$ cat src/rtl/brs_pkg.sv
package brs_pkg;
  localparam int MAX_W = 32;
  localparam int CRC_W = 32;

  typedef enum logic [2:0] {
    ST_IDLE, ST_STAT, ST_DATA, ST_CRC, ST_DONE
  } brsState_e;

  typedef struct packed {
    logic start;
    logic fetchDone;
    logic loadWord;
    logic shiftWord;
    logic shiftCrc;
  } brsStrobe_t;

  function automatic logic [5:0] sizeBits(input logic [1:0] sel);
    case (sel)
      2'd0:    return 6'd8;
      2'd1:    return 6'd16;
      default: return 6'd32;
    endcase
  endfunction

  function automatic logic [2:0] sizeBytes(input logic [1:0] sel);
    case (sel)
      2'd0:    return 3'd1;
      2'd1:    return 3'd2;
      default: return 3'd4;
    endcase
  endfunction

  function automatic logic [CRC_W-1:0] crcStep(input logic [CRC_W-1:0] crc,
                                               input logic din,
                                               input logic [CRC_W-1:0] poly);
    return (crc >> 1) ^ ((din ^ crc[0]) ? poly : '0);
  endfunction
endpackage

$ cat src/rtl/brs_ctrl.sv
module brs_ctrl
  import brs_pkg::*;
#(
  parameter int CNT_W = 16
) (
  input  logic             clk,
  input  logic             rstN,
  input  logic             startValid,
  input  logic [CNT_W-1:0] wordCount,
  input  logic [1:0]       sizeSel,
  input  logic             shiftDr,
  input  logic             updateDr,
  input  logic             busAck,
  input  logic             busErr,
  input  logic             shBit,
  input  logic             crcBit,
  output logic             tdo,
  output logic             busReq,
  output logic [1:0]       sizeReg,
  output brsStrobe_t       strobe
);
  brsState_e        state;
  logic [CNT_W-1:0] wordsToSend;
  logic [CNT_W-1:0] fetchesLeft;
  logic             bufFull;
  logic             reqReg;
  logic [5:0]       bitCnt;
  logic [4:0]       crcCnt;
  logic             active, abort, go, lastBit;

  assign active  = (state != ST_IDLE);
  assign abort   = updateDr && active && !startValid;
  assign go      = active && !startValid && !abort;
  assign lastBit = (bitCnt == sizeBits(sizeReg) - 6'd1);
  assign busReq  = reqReg;

  always_comb begin
    strobe.start     = startValid;
    strobe.fetchDone = go && reqReg && (busAck || busErr);
    strobe.loadWord  = go && (state == ST_STAT) && shiftDr && bufFull;
    strobe.shiftWord = go && (state == ST_DATA) && shiftDr;
    strobe.shiftCrc  = go && (state == ST_CRC) && shiftDr;
  end

  always_comb begin
    case (state)
      ST_STAT: tdo = bufFull;
      ST_DATA: tdo = shBit;
      ST_CRC:  tdo = crcBit;
      default: tdo = 1'b0;
    endcase
  end

  always_ff @(posedge clk or negedge rstN) begin
    if (!rstN) begin
      state       <= ST_IDLE;
      wordsToSend <= '0;
      fetchesLeft <= '0;
      bufFull     <= 1'b0;
      reqReg      <= 1'b0;
      bitCnt      <= '0;
      crcCnt      <= '0;
      sizeReg     <= '0;
    end else if (startValid) begin
      state       <= (wordCount != '0) ? ST_STAT : ST_IDLE;
      wordsToSend <= wordCount;
      fetchesLeft <= wordCount;
      bufFull     <= 1'b0;
      reqReg      <= (wordCount != '0);
      bitCnt      <= '0;
      crcCnt      <= '0;
      sizeReg     <= sizeSel;
    end else if (abort) begin
      state   <= ST_IDLE;
      reqReg  <= 1'b0;
      bufFull <= 1'b0;
    end else if (active) begin
      // fetch side: one word may wait in the buffer
      if (strobe.fetchDone) begin
        reqReg      <= 1'b0;
        bufFull     <= 1'b1;
        fetchesLeft <= fetchesLeft - 1'b1;
      end else if (!reqReg && !bufFull && fetchesLeft != '0) begin
        reqReg <= 1'b1;
      end
      // shift side
      if (strobe.loadWord) begin
        bufFull <= 1'b0;
        bitCnt  <= '0;
        state   <= ST_DATA;
      end else if (strobe.shiftWord) begin
        bitCnt <= bitCnt + 6'd1;
        if (lastBit) begin
          wordsToSend <= wordsToSend - 1'b1;
          state       <= (wordsToSend == 1) ? ST_CRC : ST_STAT;
          crcCnt      <= '0;
        end
      end else if (strobe.shiftCrc) begin
        crcCnt <= crcCnt + 5'd1;
        if (crcCnt == 5'd31) state <= ST_DONE;
      end
    end
  end

  assert_req_hold_R5: assert property (@(posedge clk) disable iff (!rstN)
    reqReg && !busAck && !busErr && !updateDr && !startValid |=> reqReg);
  assert_single_buffer_R7: assert property (@(posedge clk) disable iff (!rstN)
    !(bufFull && reqReg));
  assert_abort_drops_req_R11: assert property (@(posedge clk) disable iff (!rstN)
    updateDr && !startValid |=> !busReq);
  assert_zero_count_R12: assert property (@(posedge clk) disable iff (!rstN)
    startValid && wordCount == '0 |=> !busReq);
  assert_bit_range_R3: assert property (@(posedge clk) disable iff (!rstN)
    state == ST_DATA |-> bitCnt < sizeBits(sizeReg));
endmodule

$ cat src/rtl/brs_datapath.sv
module brs_datapath
  import brs_pkg::*;
#(
  parameter int              ADDR_W   = 32,
  parameter logic [CRC_W-1:0] CRC_POLY = 32'hEDB88320
) (
  input  logic              clk,
  input  logic              rstN,
  input  brsStrobe_t        strobe,
  input  logic [ADDR_W-1:0] startAddr,
  input  logic [1:0]        sizeReg,
  input  logic              reqPending,
  input  logic              busErr,
  input  logic [MAX_W-1:0]  busRdata,
  input  logic              errClr,
  output logic [ADDR_W-1:0] busAddr,
  output logic              shBit,
  output logic              crcBit,
  output logic              errFlag,
  output logic [ADDR_W-1:0] errAddr
);
  logic [ADDR_W-1:0] addrReg;
  logic [MAX_W-1:0]  bufData;
  logic [MAX_W-1:0]  shReg;
  logic [CRC_W-1:0]  crcReg;
  logic              errHit;

  assign busAddr = addrReg;
  assign shBit   = shReg[0];
  assign crcBit  = crcReg[0];
  assign errHit  = strobe.fetchDone && busErr;

  always_ff @(posedge clk or negedge rstN) begin
    if (!rstN) begin
      addrReg <= '0;
      bufData <= '0;
      shReg   <= '0;
      crcReg  <= '1;
    end else begin
      if (strobe.start) begin
        addrReg <= startAddr;
        crcReg  <= '1;
      end else begin
        if (strobe.fetchDone) begin
          addrReg <= addrReg + ADDR_W'(sizeBytes(sizeReg));
          bufData <= busErr ? '0 : busRdata;
        end
        if (strobe.loadWord) begin
          shReg <= bufData;
        end else if (strobe.shiftWord) begin
          shReg  <= shReg >> 1;
          crcReg <= crcStep(crcReg, shReg[0], CRC_POLY);
        end else if (strobe.shiftCrc) begin
          crcReg <= crcReg >> 1;
        end
      end
    end
  end

  always_ff @(posedge clk or negedge rstN) begin
    if (!rstN) begin
      errFlag <= 1'b0;
      errAddr <= '0;
    end else if (errHit && !errFlag) begin
      errFlag <= 1'b1;
      errAddr <= addrReg;
    end else if (errClr) begin
      errFlag <= 1'b0;
      errAddr <= '0;
    end
  end

  assert_addr_hold_R5: assert property (@(posedge clk) disable iff (!rstN)
    reqPending && !strobe.fetchDone && !strobe.start |=> $stable(busAddr));
  assert_err_sticky_R9: assert property (@(posedge clk) disable iff (!rstN)
    errFlag && !errClr |=> errFlag && $stable(errAddr));
  assert_err_clear_R10: assert property (@(posedge clk) disable iff (!rstN)
    errClr && !errHit |=> !errFlag && errAddr == '0);
endmodule

$ cat src/rtl/burst_read_streamer.sv
module burst_read_streamer
  import brs_pkg::*;
#(
  parameter int               ADDR_W   = 32,
  parameter int               CNT_W    = 16,
  parameter logic [CRC_W-1:0] CRC_POLY = 32'hEDB88320
) (
  input  logic              clk,
  input  logic              rstN,
  input  logic              startValid,
  input  logic [ADDR_W-1:0] startAddr,
  input  logic [CNT_W-1:0]  wordCount,
  input  logic [1:0]        sizeSel,
  input  logic              shiftDr,
  input  logic              updateDr,
  output logic              tdo,
  output logic              busReq,
  output logic [ADDR_W-1:0] busAddr,
  output logic [1:0]        busSize,
  input  logic              busAck,
  input  logic              busErr,
  input  logic [MAX_W-1:0]  busRdata,
  output logic              errFlag,
  output logic [ADDR_W-1:0] errAddr,
  input  logic              errClr
);
  brsStrobe_t strobe;
  logic       shBit, crcBit;
  logic [1:0] sizeReg;

  assign busSize = sizeReg;

  brs_ctrl #(.CNT_W(CNT_W)) u_ctrl (
    .clk(clk), .rstN(rstN), .startValid(startValid), .wordCount(wordCount),
    .sizeSel(sizeSel), .shiftDr(shiftDr), .updateDr(updateDr),
    .busAck(busAck), .busErr(busErr), .shBit(shBit), .crcBit(crcBit),
    .tdo(tdo), .busReq(busReq), .sizeReg(sizeReg), .strobe(strobe)
  );

  brs_datapath #(.ADDR_W(ADDR_W), .CRC_POLY(CRC_POLY)) u_dp (
    .clk(clk), .rstN(rstN), .strobe(strobe), .startAddr(startAddr),
    .sizeReg(sizeReg), .reqPending(busReq), .busErr(busErr),
    .busRdata(busRdata), .errClr(errClr), .busAddr(busAddr),
    .shBit(shBit), .crcBit(crcBit), .errFlag(errFlag), .errAddr(errAddr)
  );
endmodule

$ cat config.mk
export PLATFORM = sky130hd
export DESIGN_NAME = burst_read_streamer
export DESIGN_NICKNAME = d
export VERILOG_FILES = /design/src/rtl/brs_pkg.sv /design/src/rtl/brs_ctrl.sv /design/src/rtl/brs_datapath.sv /design/src/rtl/burst_read_streamer.sv
export SDC_FILE = /design/constraint.sdc
export NUM_CORES = 1
export LEC_CHECK = 0
export ABC_AREA = 1
export BUFFER_PORTS_ARGS = -buffer_cell sky130_fd_sc_hd__buf_2
export CORE_MARGIN = 3
export CORE_UTILIZATION = 24
export DETAILED_ROUTE_END_ITERATION = 12
export GPL_TIMING_DRIVEN = 0
export HOLD_SLACK_MARGIN = 0.06
export PLACE_DENSITY = 0.45
export RECOVER_POWER = 25
export SLEW_MARGIN = 10
export SYNTH_ARGS = -nofsm -noshare
export SYNTH_HDL_FRONTEND = slang
export SYNTH_SLANG_ARGS = --single-unit
export TNS_END_PERCENT = 50
$ cat constraint.sdc
create_clock -name clk -period 2.49 [get_ports clk]
set_input_delay 0.249 -clock clk [delete_from_list [all_inputs] [get_ports clk]]
set_output_delay 0.249 -clock clk [all_outputs]
set_load 0.005 [all_outputs]
==> run metrics <==
hold path cells=5; # fillers=4921; Post-synth top flop=dfrtp_1; Yosys top cell area share=0.399; FF/Latch Area=0.00532 mm²; multi-input logic area=0.00492 mm²; P_sw=2980 µW; met3 Usage GRT=0.0273; Seq/Total Area, Yosys=0.473; Synthesis Warnings=0; die height=222 µm; Final Max Slew Viols=0; via density per instance=4.53; total track usage=0.156; slew at the pin with the worst max-slew slack=1150 ps; CP Class=flip-flop to flip-flop; Period minus WS final=2350 ps; CTS clock-pin slew for the worst setup and hold paths=60 ps; slowest stage delay, CP=450 ps; row count=78; drt first pass iters=5; Max Freq=426 MHz; Critical Path Start Type=flip-flop; GR Util met1=0.220; delay-heaviest family, CP=simple AND/OR/NAND/NOR gates; H-tree levels=1; CP Cell Sequence=nor2_1 -> ha_1 -> fa_1 -> nand2_1 -> a21oi_4 -> nand2_1 -> nor2_1 -> nand2_1 -> nand2_1 -> nand2_1 -> nand2_1 -> nand2_1; post-route cell area=0.0144 mm²; Required @ worst endpoint=2920 ps; nets@finish=1867; Die Span X=222 µm; Area Overhead vs Synth=28.4%; Clock Sinks=211; number of buffers created by CTS=26; IO Pins=159; HPWL after DPL=28.9 mm; CP Max Fanout=7; initial antenna violation count=1; syn nets=1613; WL final=39.1 mm; met2 usage=0.252; # setup viols final=0; drt initial violations=645; Async SR Flop Fraction=1.00; Leakage=0.00704 µW; via count=10800; most frequent cells after synthesis=473 x nand2_1, 179 x dfrtp_1, 165 x inv_1, 146 x nand3_1, 133 x o21ai_0; R2R depth=12; Flop pwr share=0.420; Avg Inst Size Synth=7.43 µm²; placed instance area=0.0128 mm²; leading area contributor after synthesis=dfrtp_1; routed wire length per instance=16.4 µm; Core Box Area=0.0458 mm²; layout cells sized above 1=0.174; P_int=6940 µW; grt total ovfl=0; worst hold path class=primary input to flip-flop; Hold Slack=105 ps; Critical Path Sink Type=flip-flop; Rel. slew slack=0.235; Max Root-Sink Buffers=3; Combinational Power Share=0.171; CP dominant cell by count=nand2_1; Pwr Density=688 mW/mm²; RSZ-0062 raised after global routing=no; crit path buf inv count=0; Slowest-stage cell, CP=dfrtp_1; Synth area leaders=dfrtp_1 40%, nand2_1 16%, dfstp_2 7.5%; Initial Utilization=0.245; Port Buf Inserts=157; Peak supply drop=0.435 mV; Residual DRC=0; CTS root buf=clkbuf_16; crit path DAT=2780 ps; cells after synthesis=1512; RePlAce Congestion=0.861; later-pin clock latency in the skew report=560 ps; Final Cycle Share=0.944; endpoints failing hold=0; largest net degree at the start of global routing=96; first-pass GRT wire length=62.0 mm; Switching Fraction=0.300; Crit path depth=12; Final ANT Viol Nets=0; number of synthesized flops with an enable pin=0; CTS tree=done; most numerous cell in the Yosys netlist=nand2_1; count of cell types in the netlist=38; #FFs+latches synth=211; full die area=0.0494 mm²; Mapped Area=0.0112 mm²; busiest grt layer=met2; outcome=finished, final reports clean; vias in the first global route=10800; Clock Skew=22.2 ps; max_cap viols=0; Clock Power Share=0.408
## power groups by stage
stage          logic (µW)  clock network (µW)  registers [µW]
2_1_floorplan         994                   0            4140
3_3_place_gp         1600                   0            4220
3_5_place_dp         1630                   0            4220
4_1_cts              1730                4170            4170
5_1_grt              1970                4300            4220
6_report             1700                4050            4170
## worst min-delay path: stages
cell	delay, ps
buf_2	90
nand2_1	80
o21ai_0	80
nand2_1	50
o21ai_0	50
## worst paths after layout
kind | start | end | slack (ps)
setup reg to reg | u_ctrl.sizeReg[1] | u_dp.busAddr[30] | 140
max in group asynchronous | rstN | u_ctrl.wordsToSend[15] | 510
hold reg to reg | u_dp.crcReg[15] | u_dp.crcReg[15] | 470
setup / recovery | u_ctrl.sizeReg[1] | u_dp.busAddr[30] | 140
min in group asynchronous | rstN | u_dp.bufData[8] | 460
hold / removal | wordCount[1] | u_ctrl.fetchesLeft[1] | 110
## state kept, by name, indices dropped and copies added (netlist names), 2 cells and up
| name | cells |
|---|---|
| u_ctrl.fetchesLeft | 16 |
| u_dp.busAddr | 32 |
| u_ctrl.bitCnt | 6 |
| u_ctrl.state | 3 |
| u_ctrl.crcCnt | 5 |
| u_dp.bufData | 32 |
| u_ctrl.sizeReg | 2 |
| u_dp.errAddr | 32 |
| u_ctrl.wordsToSend | 16 |
| u_dp.shReg | 32 |
| u_dp.crcReg | 32 |
## per-stage QoR
stage / setup TNS [ps] / total power [µW] / cells / worst slack (ps) / utilization
2_1_floorplan: 0 / 5140 / 1512 / 435 / -
3_5_place_dp: -853 / 5850 / 2271 / -164 / 0.280
3_3_place_gp: -568300 / 5820 / 2269 / -2930 / 0.279
6_report: 0 / 9920 / 2387 / 140 / 0.315
4_1_cts: 0 / 10100 / 2386 / 5.62 / 0.315
5_1_grt: 0 / 10500 / 2387 / 0.801 / 0.315
## final cells by class
| class | count | area share |
|---|---|---|
| multi-input combinational | 1062 | 0.341 |
| clock inverter | 12 | 0.0102 |
| timing repair buffer | 226 | 0.104 |
| clock buffer | 36 | 0.0533 |
| inverter | 172 | 0.0448 |
| antenna | 1 | 0.000173 |
| buffer | 67 | 0.0264 |
| tap | 600 | 0.0520 |
| sequential | 211 | 0.369 |
## logic make-up (layout without fill, tap and decap cells)
group,count (synthesis),in the layout,synth area share
compound gates,250,250,0.120
fa+ha+maj,11,11,0.0129
simple gates,786,786,0.290
buf+inv,239,513,0.0913
flops,211,211,0.473
xor+xnor,15,15,0.0117
other cells,0,1,0
## cell usage in the layout (no fill, tap or decap), types with 7 or more instances in the layout
cell / instances
a21oi_1: 16
a22oi_1: 15
buf_2: 187
buf_4: 8
buf_6: 9
clkbuf_1: 18
clkbuf_16: 26
clkbuf_8: 8
dfrtp_1: 179
dfstp_2: 32
dlygate4sd3_1: 67
ha_1: 10
inv_1: 165
inv_2: 7
nand2_1: 473
nand3_1: 146
nand4_1: 9
nor2_1: 120
nor3_1: 15
o211ai_1: 14
o21ai_0: 133
o21ai_1: 60
xor2_1: 13
## routing by layer
| layer | up-vias | part of all wire |
|---|---|---|
| met2 | 219 | 0.46 |
| li1 | 5357 | - |
| met5 | - | 0 |
| met3 | 48 | 0.047 |
| met1 | 5195 | 0.47 |
| met4 | 0 | 0.020 |
## repair_timing
action	in CTS	in global routing
resized for setup	1	5
hold endpoints to repair	214	0
setup buffers	0	0
setup endpoints to repair	10	10
hold buffers	67	0
Power figures use the tool's default switching activity.
